--- src/rtl/wr_drain_pkg.sv ---
package wr_drain_pkg;
  // Strobes from control to datapath, one bit each
  typedef struct packed {
    logic push;   // enqueue the offered store
    logic pop;    // head entry has been accepted by the bus
    logic rdBus;  // bus carries the pending read
    logic wrBus;  // bus carries the head write
    logic fwdSt;  // answer read from the store being accepted
    logic fwdQ;   // answer read from the newest matching queue entry
  } drainStrobe_t;
endpackage

--- src/rtl/wr_drain_dp.sv ---
module wr_drain_dp
  import wr_drain_pkg::*;
#(
  parameter int DEPTH = 4,
  parameter int AW    = 8,
  parameter int DW    = 8
) (
  input  logic          clk,
  input  logic          rstN,
  input  drainStrobe_t  strb,
  input  logic [AW-1:0] stAddr,
  input  logic [DW-1:0] stData,
  input  logic [AW-1:0] rdAddr,
  input  logic [DW-1:0] busRData,
  output logic          qHit,
  output logic          stMatch,
  output logic          isFull,
  output logic          isEmpty,
  output logic [AW-1:0] busAddr,
  output logic [DW-1:0] busWData,
  output logic [DW-1:0] rdData
);
  localparam int PW = (DEPTH > 1) ? $clog2(DEPTH) : 1;
  localparam int CW = $clog2(DEPTH + 1);
  localparam logic [PW-1:0] LAST_IDX = PW'(DEPTH - 1);
  localparam logic [CW-1:0] FULL_CNT = CW'(DEPTH);

  logic [AW-1:0] addrQ [DEPTH];
  logic [DW-1:0] dataQ [DEPTH];
  logic [PW-1:0] headPtr, tailPtr;
  logic [CW-1:0] count;
  logic [PW:0]   physIdx;
  logic [DW-1:0] qData;

  always_ff @(posedge clk or negedge rstN) begin
    if (!rstN) begin
      headPtr <= '0;
      tailPtr <= '0;
      count   <= '0;
    end else begin
      if (strb.push) tailPtr <= (tailPtr == LAST_IDX) ? '0 : tailPtr + 1'b1;
      if (strb.pop)  headPtr <= (headPtr == LAST_IDX) ? '0 : headPtr + 1'b1;
      case ({strb.push, strb.pop})
        2'b10:   count <= count + 1'b1;
        2'b01:   count <= count - 1'b1;
        default: count <= count;
      endcase
    end
  end

  always_ff @(posedge clk) begin
    if (strb.push) begin
      addrQ[tailPtr] <= stAddr;
      dataQ[tailPtr] <= stData;
    end
  end

  // Walk entries from oldest to newest; a later match overrides an earlier one
  always_comb begin
    qHit    = 1'b0;
    qData   = '0;
    physIdx = '0;
    for (int k = 0; k < DEPTH; k++) begin
      physIdx = {1'b0, headPtr} + (PW+1)'(k);
      if (physIdx > {1'b0, LAST_IDX}) physIdx = physIdx - (PW+1)'(DEPTH);
      if ((CW'(k) < count) && (addrQ[physIdx[PW-1:0]] == rdAddr)) begin
        qHit  = 1'b1;
        qData = dataQ[physIdx[PW-1:0]];
      end
    end
  end

  assign stMatch  = (stAddr == rdAddr);
  assign isEmpty  = (count == '0);
  assign isFull   = (count == FULL_CNT);
  assign busAddr  = strb.wrBus ? addrQ[headPtr] : rdAddr;
  assign busWData = dataQ[headPtr];
  assign rdData   = strb.fwdSt ? stData : (strb.fwdQ ? qData : busRData);
endmodule

--- src/rtl/wr_drain_ctrl.sv ---
module wr_drain_ctrl
  import wr_drain_pkg::*;
(
  input  logic         stValid,
  input  logic         rdReq,
  input  logic         flush,
  input  logic         busAck,
  input  logic         qHit,
  input  logic         stMatch,
  input  logic         isFull,
  input  logic         isEmpty,
  output logic         stReady,
  output logic         busReq,
  output logic         busWe,
  output logic         rdAck,
  output logic         rdFwd,
  output drainStrobe_t strb
);
  logic drainNow, anyFwd;

  always_comb begin
    drainNow   = flush && !isEmpty;
    stReady    = !isFull && !drainNow;
    strb.push  = stValid && stReady;
    strb.fwdSt = rdReq && strb.push && stMatch;
    strb.fwdQ  = rdReq && qHit && !strb.fwdSt;
    anyFwd     = strb.fwdSt || strb.fwdQ;
    // Reads own the bus unless a flush drain is running
    strb.rdBus = rdReq && !anyFwd && !drainNow;
    strb.wrBus = !isEmpty && !strb.rdBus;
    strb.pop   = strb.wrBus && busAck;
    busReq     = strb.rdBus || strb.wrBus;
    busWe      = strb.wrBus;
    rdAck      = anyFwd || (strb.rdBus && busAck);
    rdFwd      = anyFwd;
  end
endmodule

--- src/rtl/wr_drain_buf.sv ---
module wr_drain_buf
  import wr_drain_pkg::*;
#(
  parameter int DEPTH = 4,
  parameter int AW    = 8,
  parameter int DW    = 8
) (
  input  logic          clk,
  input  logic          rstN,
  input  logic          stValid,
  output logic          stReady,
  input  logic [AW-1:0] stAddr,
  input  logic [DW-1:0] stData,
  input  logic          rdReq,
  input  logic [AW-1:0] rdAddr,
  output logic          rdAck,
  output logic [DW-1:0] rdData,
  output logic          rdFwd,
  input  logic          flush,
  output logic          bufEmpty,
  output logic          bufFull,
  output logic          busReq,
  output logic          busWe,
  output logic [AW-1:0] busAddr,
  output logic [DW-1:0] busWData,
  input  logic          busAck,
  input  logic [DW-1:0] busRData
);
  drainStrobe_t strb;
  logic qHit, stMatch;

  wr_drain_ctrl u_ctrl (
    .stValid(stValid), .rdReq(rdReq), .flush(flush), .busAck(busAck),
    .qHit(qHit), .stMatch(stMatch), .isFull(bufFull), .isEmpty(bufEmpty),
    .stReady(stReady), .busReq(busReq), .busWe(busWe),
    .rdAck(rdAck), .rdFwd(rdFwd), .strb(strb)
  );

  wr_drain_dp #(.DEPTH(DEPTH), .AW(AW), .DW(DW)) u_dp (
    .clk(clk), .rstN(rstN), .strb(strb),
    .stAddr(stAddr), .stData(stData), .rdAddr(rdAddr), .busRData(busRData),
    .qHit(qHit), .stMatch(stMatch), .isFull(bufFull), .isEmpty(bufEmpty),
    .busAddr(busAddr), .busWData(busWData), .rdData(rdData)
  );
endmodule

--- config.mk ---
export PLATFORM = sky130hd
export DESIGN_NAME = wr_drain_buf
export DESIGN_NICKNAME = d
export VERILOG_FILES = /design/src/rtl/wr_drain_pkg.sv /design/src/rtl/wr_drain_dp.sv /design/src/rtl/wr_drain_ctrl.sv /design/src/rtl/wr_drain_buf.sv
export SDC_FILE = /design/constraint.sdc
export NUM_CORES = 1
export LEC_CHECK = 0
export ABC_CLOCK_PERIOD_IN_PS = 9960
export BUFFER_PORTS_ARGS = -buffer_cell sky130_fd_sc_hd__buf_2
export CAP_MARGIN = 0
export CORE_MARGIN = 2
export CORE_UTILIZATION = 35
export CTS_CLUSTER_SIZE = 10
export DETAILED_ROUTE_END_ITERATION = 7
export SLEW_MARGIN = 15
export SYNTH_ARGS = -nofsm -noshare
export SYNTH_HDL_FRONTEND = slang
export SYNTH_SLANG_ARGS = --single-unit
--- constraint.sdc ---
create_clock -name clk -period 9.96 [get_ports clk]
set_input_delay 0.498 -clock clk [delete_from_list [all_inputs] [get_ports clk]]
set_output_delay 0.498 -clock clk [all_outputs]
set_load 0.01 [all_outputs]
==> Word level (Yosys, flattened, before mapping) <==
Memory sizes are Yosys's and may differ from the RTL's.
Index checks and enable logic that the tools add are counted.
W data, S select, Z words.
{ "op_classes": {"addsub": 11, "n_lt_le_gt_ge": 8, "eq_ne": 10, "mux": 20, "n_reduce_logical": 27} }
{ "ops": {"columns": ["op", "count"], "rows": [
  ["$mux W8", 7],
  ["$eq A8 B8 Y1", 5],
  ["$logic_and A1 B1 Y1", 16],
  ["$mux W2", 6],
  ["$gt A3 B2 Y1 const B", 3],
  ["$sub A2 B1 Y2 const B", 4],
  ["$add A2 B2 Y3 const B", 2],
  ["$eq A2 B2 Y1 const B", 3],
  ["$logic_not A1 Y1", 6],
  ["$lt A1 B3 Y1 const A", 2],
  ["$lt A2 B3 Y1 const A", 2],
  ["$mux W1", 6],
  ["$pmux W3 S2", 1],
  ["$add A2 B1 Y2 const B", 2],
  ["$add A2 B1 Y3 const B", 1],
  ["$add A3 B1 Y3 const B", 1],
  ["$eq A3 B3 Y1 const B", 1],
  ["$logic_not A3 Y1", 1],
  ["$logic_or A1 B1 Y1", 3],
  ["$sub A3 B1 Y3 const B", 1],
  ["$eq A2 B1 Y1 const B", 1],
  ["$gt A2 B2 Y1 const B", 1],
  ["$reduce_bool A2 Y1", 1]
]} }
{ "word_totals": {"ff_bits": 7, "mem_bits_rw": 64, "inputBits": 38, "output_inout_bits": 31, "wordCells": 81, "mem_count": 2} }
{ "memory_table": {"columns": ["memory", "words", "width", "rd", "rd_ports_with_merged_regs", "write_ports", "line_no", "text"], "rows": [
  ["u_dp.addrQ", 4, 8, 5, 0, 1, "wr_drain_dp.sv:28", "logic [AW-1:0] addrQ [DEPTH];"],
  ["u_dp.dataQ", 4, 8, 5, 0, 1, "wr_drain_dp.sv:29", "logic [DW-1:0] dataQ [DEPTH];"]
]} }

==> Longest topological paths before layout <==
An unclocked memory read counts as a cell.
{ "depth": {"word_depth": 20, "mapped_depth": 14, "mapped_depth_nobuf": 12} }

==> Cells and area by module <==
Synthesis repeated with hierarchy kept, for this count alone.
{ "unflattened": {"cells_unflattened": 380, "hier_area_um2": 5320.1} }
{ "by_module_without_submodules": {"columns": ["module", "instances", "cells_each", "area_each_um2", "seq_area_each_um2"], "rows": [
  ["wr_drain_dp", 1, 362, 5191.2, 2097.0],
  ["wr_drain_ctrl", 1, 18, 128.9, 0.0]
]} }

==> Worst setup path before layout <==
OpenSTA, ideal clock, no wires.
{ "synth_path": {"path_kind": "reg-to-output", "startpoint": "register u_dp.headPtr[0]", "endpoint": "output port rdData[5]", "arrival_ns": 2.954, "required_ns": 9.462, "path_slack_ns": 6.508, "path_stages_with_launch": 12, "path_buffers": 3, "cell_sequence": "dfrtp_1 ha_1 buf_2 mux4_2 xnor2_1 nand4_1 or4_1 clkbuf_2 and2_4 a31o_4 buf_6 o31ai_2"} }
{ "synth_between": {"elab_chain_cells": 13, "elab_cells_between_ends": 37, "classes_between": "7 x add/sub; 4 x order compare; 4 x eq/ne; 14 x mux; 6 x reduce/logical; 2 x memory"} }
{ "synth_lines": {"columns": ["item", "line_no", "text"], "rows": [
  ["from (decl)", "wr_drain_dp.sv:30", "logic [PW-1:0] headPtr, tailPtr;"],
  ["from (signal assigned)", "wr_drain_dp.sv:42", "if (strb.pop) headPtr <= (headPtr == LAST_IDX) ? '0 : headPtr + 1'b1;"],
  ["$add A2 B1 Y3 (tied with other cells)", "wr_drain_dp.sv:64", "physIdx = {1'b0, headPtr} + (PW+1)'(k);"],
  ["$gt A3 B2 Y1 (tied with other cells)", "wr_drain_dp.sv:65", "if (physIdx > {1'b0, LAST_IDX}) physIdx = physIdx - (PW+1)'(DEPTH);"],
  ["$mux W2 / $mem_v2 Z4 W8 (equally long branches)", null, null],
  ["$mem_v2 Z4 W8 / $eq A8 B8 Y1 (equally long branches)", null, null],
  ["$eq A8 B8 Y1 / $logic_and A1 B1 Y1 (equally long branches)", "wr_drain_dp.sv:66", "if ((CW'(k) < count) && (addrQ[physIdx[PW-1:0]] == rdAddr)) begin"],
  ["$logic_and A1 B1 Y1 / $mux W1 (equally long branches)", "wr_drain_dp.sv:66", null],
  ["$mux W1 (3 in series)", "wr_drain_dp.sv:66", null],
  ["$logic_and A1 B1 Y1 (2 in series)", "wr_drain_ctrl.sv:26", "strb.fwdQ = rdReq && qHit && !strb.fwdSt;"],
  ["$mux W8 (*) (2 in series)", "wr_drain_dp.sv:78", "assign rdData = strb.fwdSt ? stData : (strb.fwdQ ? qData : busRData);"],
  ["to (decl)", "wr_drain_buf.sv:17", "output logic [DW-1:0] rdData,"]
]} }
Every way passes the cells marked *; elsewhere a longest branch is shown, timed or not.

==> Worst setup path in the final report <==
{ "layout_path": {"startpoint": "register u_dp.headPtr[0]", "endpoint": "output port busAddr[7]"} }
{ "layout_between": {"elab_chain_cells": 18, "elab_cells_between_ends": 37, "classes_between": "7 x add/sub; 4 x order compare; 4 x eq/ne; 9 x mux; 12 x reduce/logical; 1 x memory"} }
{ "layout_lines": {"columns": ["item", "line_no", "text"], "rows": [
  ["$add A2 B1 Y3 (tied with other cells)", "wr_drain_dp.sv:64", null],
  ["$gt A3 B2 Y1 (tied with other cells)", "wr_drain_dp.sv:65", null],
  ["$mux W2 / $mem_v2 Z4 W8 (equally long branches)", null, null],
  ["$mem_v2 Z4 W8 (*)", null, null],
  ["$eq A8 B8 Y1 / $logic_and A1 B1 Y1 (equally long branches)", "wr_drain_dp.sv:66", null],
  ["$logic_and A1 B1 Y1 / $mux W1 (equally long branches)", "wr_drain_dp.sv:66", null],
  ["$mux W1 (3 in series)", "wr_drain_dp.sv:66", null],
  ["$logic_and A1 B1 Y1 (2 in series)", "wr_drain_ctrl.sv:26", null],
  ["$logic_or A1 B1 Y1", "wr_drain_ctrl.sv:27", "anyFwd = strb.fwdSt || strb.fwdQ;"],
  ["$logic_not A1 Y1", "wr_drain_ctrl.sv:29", "strb.rdBus = rdReq && !anyFwd && !drainNow;"],
  ["$logic_and A1 B1 Y1 (2 in series)", "wr_drain_ctrl.sv:29", null],
  ["$logic_not A1 Y1", "wr_drain_ctrl.sv:30", "strb.wrBus = !isEmpty && !strb.rdBus;"],
  ["$logic_and A1 B1 Y1", "wr_drain_ctrl.sv:30", null],
  ["$mux W8 (*)", "wr_drain_dp.sv:76", "assign busAddr = strb.wrBus ? addrQ[headPtr] : rdAddr;"],
  ["to (decl)", "wr_drain_buf.sv:24", "output logic [AW-1:0] busAddr,"]
]} }
Marked as above.

==> run_results.csv <==
group,metric,value,unit
logic_synthesis,yosysTopAreaCellShare,0.3492,
cts,htree_levels,3,
global_route,grt-ovfl-total,0,
detailed_routing,wl_per_cell,19.67,µm
logic_synthesis,synth_top_cell_by_area,"edfxtp_1",
finish,area_growth,14.46,%
finish,n_fill_cell,1416,
place,io_buffers,68,
sta,fin_crit_sh,0.5874,
sta,fmax,170.9,MHz
sta,fin_tns_setup,0,ns
hold_path,hold_path_depth,1,
detailed_routing,viasPerCell,5.590,
finish,layout_commonest_cell,"buf_2",
cts,cts_root_buf,"clkbuf_16",
global_route,antenna_found_initial,1,
status,outcome,"finished, final reports clean",
hold_path,worstHoldStart,"stData[0]",
sta,setup_ws,4.109,ns
die,core,0.01526,mm²
logic_synthesis,syn_area,0.005504,mm²
power_and_ir_drop,power,1.830,mW
logic_synthesis,yosysWarnings,0,
job,drv_cap,0,
logic_synthesis,yosysSeqAreaShare,0.3810,
die,ios,69,
power_and_ir_drop,ir_worst_vdd,0.1596,mV
cts,cts_tree,"yes",
hold_path,hp-class,"primary input to register",
global_route,grt_pass1_vias,3889,
logic_synthesis,synthCells,436,
detailed_routing,drtAntennaViolNets,0,
worst_setup_path,cp.required,9.46,ns
worst_setup_path,r2r_setup_slack,4.84,ns
global_route,grt_max_degree,78,
sta,slew_headroom,0.2134,
worst_setup_path,start_kind,"register",
worst_setup_path,startpoint,"u_dp.headPtr[0]",
cts,clk_latency,0.34,ns
global_route,met2_usage,0.2796,
global_route,grt_pass1_wl,21650,µm
logic_synthesis,synth_ff_type,"edfxtp_1",
cts,clk_pin_slew,0.06,ns
die,row_count,45,
cts,cts_buffer_depth,2,
cts,post-cts-setup-buffer-count,0,
detailed_routing,routed_wl,13810,µm
die,die_h,129.4,µm
detailed_routing,drtPass1Iterations,5,
place,dp_hpwl,9622,µm
hold_path,holdPathEnd,"u_dp.dataQ[3][0]",
worst_setup_path,r2r_end,"u_dp.count[2]",
place,place_ws,4.446,ns
worst_setup_path,cp_max_fo,77,
logic_synthesis,ys_types,51,
cts,cts_resized,0,
worst_setup_path,arrival,5.35,ns
sta,tightestPinTransition,1.180,ns
cts,cts_sinks,71,
place,gp_congestion,0.8295,
sta,hold_violations,0,
finish,n_antenna_cell,0,
sta,setup_viol,0,
worst_setup_path,r2r-start,"u_dp.headPtr[0]",
power_and_ir_drop,p_leak,2.384,nW
detailed_routing,remaining_drc_errors,0,
worst_setup_path,worstSetupEndpointType,"primary output",
global_route,met1_usage,0.2348,
logic_synthesis,synth-edff-count,64,
global_route,grt_use_met3,0.02931,
cts,cts_buffers,9,
worst_setup_path,r2r_cells,12,
detailed_routing,dr.first_iter.drc_count,232,
logic_synthesis,ys_seq_elements,71,
global_route,track_usage,0.1726,
sta,drv_slew,0,
sta,finClkSkew,0.006408,ns
die,initial_core_util,0.3607,
worst_setup_path,path_class,"register to primary output",
finish,drive_above_1_share,0.3299,
logic_synthesis,async_flop_share,0.09859,
die,fp.dieW,129.4,µm
global_route,busiest_layer,"met2",
detailed_routing,dr_total_vias,3924,
logic_synthesis,syn-num-nets,485,
sta,rsz0062_at_grt,"no",
die,dieArea,0.01674,mm²
sta,fin_crit,5.851,ns
finish,fin_nets,535,
finish,final_cell_mix,"buf_2, edfxtp_1, mux4_2",
logic_synthesis,synth_area_per_cell,12.62,µm²
power_and_ir_drop,pwr_density_cell,290.4,mW/mm²
logic_synthesis,synth.area.top_cells,"edfxtp_1, mux4_2, mux2i_1, mux2_2, xnor2_1",
sequential cells by signal (all words and copies together), names as in the netlist:
register,flops
u_dp.count,3
u_dp.headPtr,2
u_dp.tailPtr,2
u_dp.dataQ,32
u_dp.addrQ,32
per-layer routing:
metal | up-vias | share of wire
met5 | - | 0.00051
met4 | 2 | 0.019
met3 | 25 | 0.054
met2 | 111 | 0.48
met1 | 2001 | 0.44
li1 | 1785 | -
synthesized netlist by cell type, types with 2 or more instances:
cell,n
edfxtp_1,64
mux4_2,45
buf_4,6
buf_2,12
buf_6,2
nand4b_1,2
o21ai_0,19
a32oi_1,2
xnor2_1,25
and3_1,8
o31ai_2,2
clkbuf_1,10
and2_1,4
nand2b_1,3
a21oi_1,16
nor2_1,19
nand3_1,13
nand4_1,3
inv_1,26
mux2_2,22
dfrtp_1,7
mux4_1,4
nand2_1,17
or4_1,2
nor2b_1,2
mux2i_1,39
a2bb2oi_1,2
a211oi_1,3
or3_1,2
ha_1,11
o31ai_1,7
xor2_1,18
through the flow:
step	hold WS (ns)	std cells	utilization	instance area [µm²]
6_report	0.3828	702	0.4129	6300
5_1_grt	0.3780	702	0.4129	6300
3_5_place_dp	0.3494	685	0.3897	5946
3_3_place_gp	0.3442	685	0.3897	5946
2_1_floorplan	0.2024	436	-	5504
4_1_cts	0.3728	702	0.4129	6300
area by class of cell:
cell class | count | area, µm² | share of cell area
flip-flops and latches | 71 | 2102 | 0.3337
clock buffers | 9 | 225.2 | 0.03575
multi-input cells | 307 | 3127 | 0.4963
inverters | 26 | 97.59 | 0.01549
well taps | 211 | 264.0 | 0.04191
repair buffers | 71 | 365.4 | 0.05799
clock inverters | 7 | 118.9 | 0.01887
logic make-up after synthesis:
family / Yosys count / synth area share
muxes: 111 / 0.3212
and+or+nand+nor: 81 / 0.07683
DFF: 71 / 0.3810
AOI/OAI and AO/OA: 61 / 0.07616
buffers and inverters: 58 / 0.05137
xor gates and xnor gates: 43 / 0.06842
adders and majority gates: 11 / 0.02501
worst max path at each step:
stage                      end  slack, ns  cells after the start
finish              busAddr[7]       4.11                     11
global route        busAddr[6]       3.74                     11
CTS                 busAddr[6]       4.06                     11
detailed placement  busAddr[6]       4.45                     11
global placement    busAddr[6]       4.54                     11
floorplan            rdData[5]       6.51                     11
critical path: stages (launching register included):
cell and delay (ns):
dfrtp_4 1.16, ha_2 0.67, buf_4 0.43, mux4_2 0.37, xnor2_1 0.14, nand4_1 0.10
or4_1 0.52, and2_4 0.28, nand3_2 0.13, o31ai_4 0.62, mux2_2 0.41, buf_2 0.14
report_power, final:
part / switching (mW) / leakage (nW) / internal, mW
Sequential: 0.109 / 0.665 / 0.384
Clock: 0.127 / 0.164 / 0.245
Combinational: 0.461 / 1.56 / 0.504
what timing repair did:
| action | CTS | global route |
|---|---|---|
| hold endpoints to repair | 7 | 0 |
| hold buffers | 1 | 0 |
| endpoints found under the setup margin | 0 | 0 |
Power figures use the tool's default switching activity.
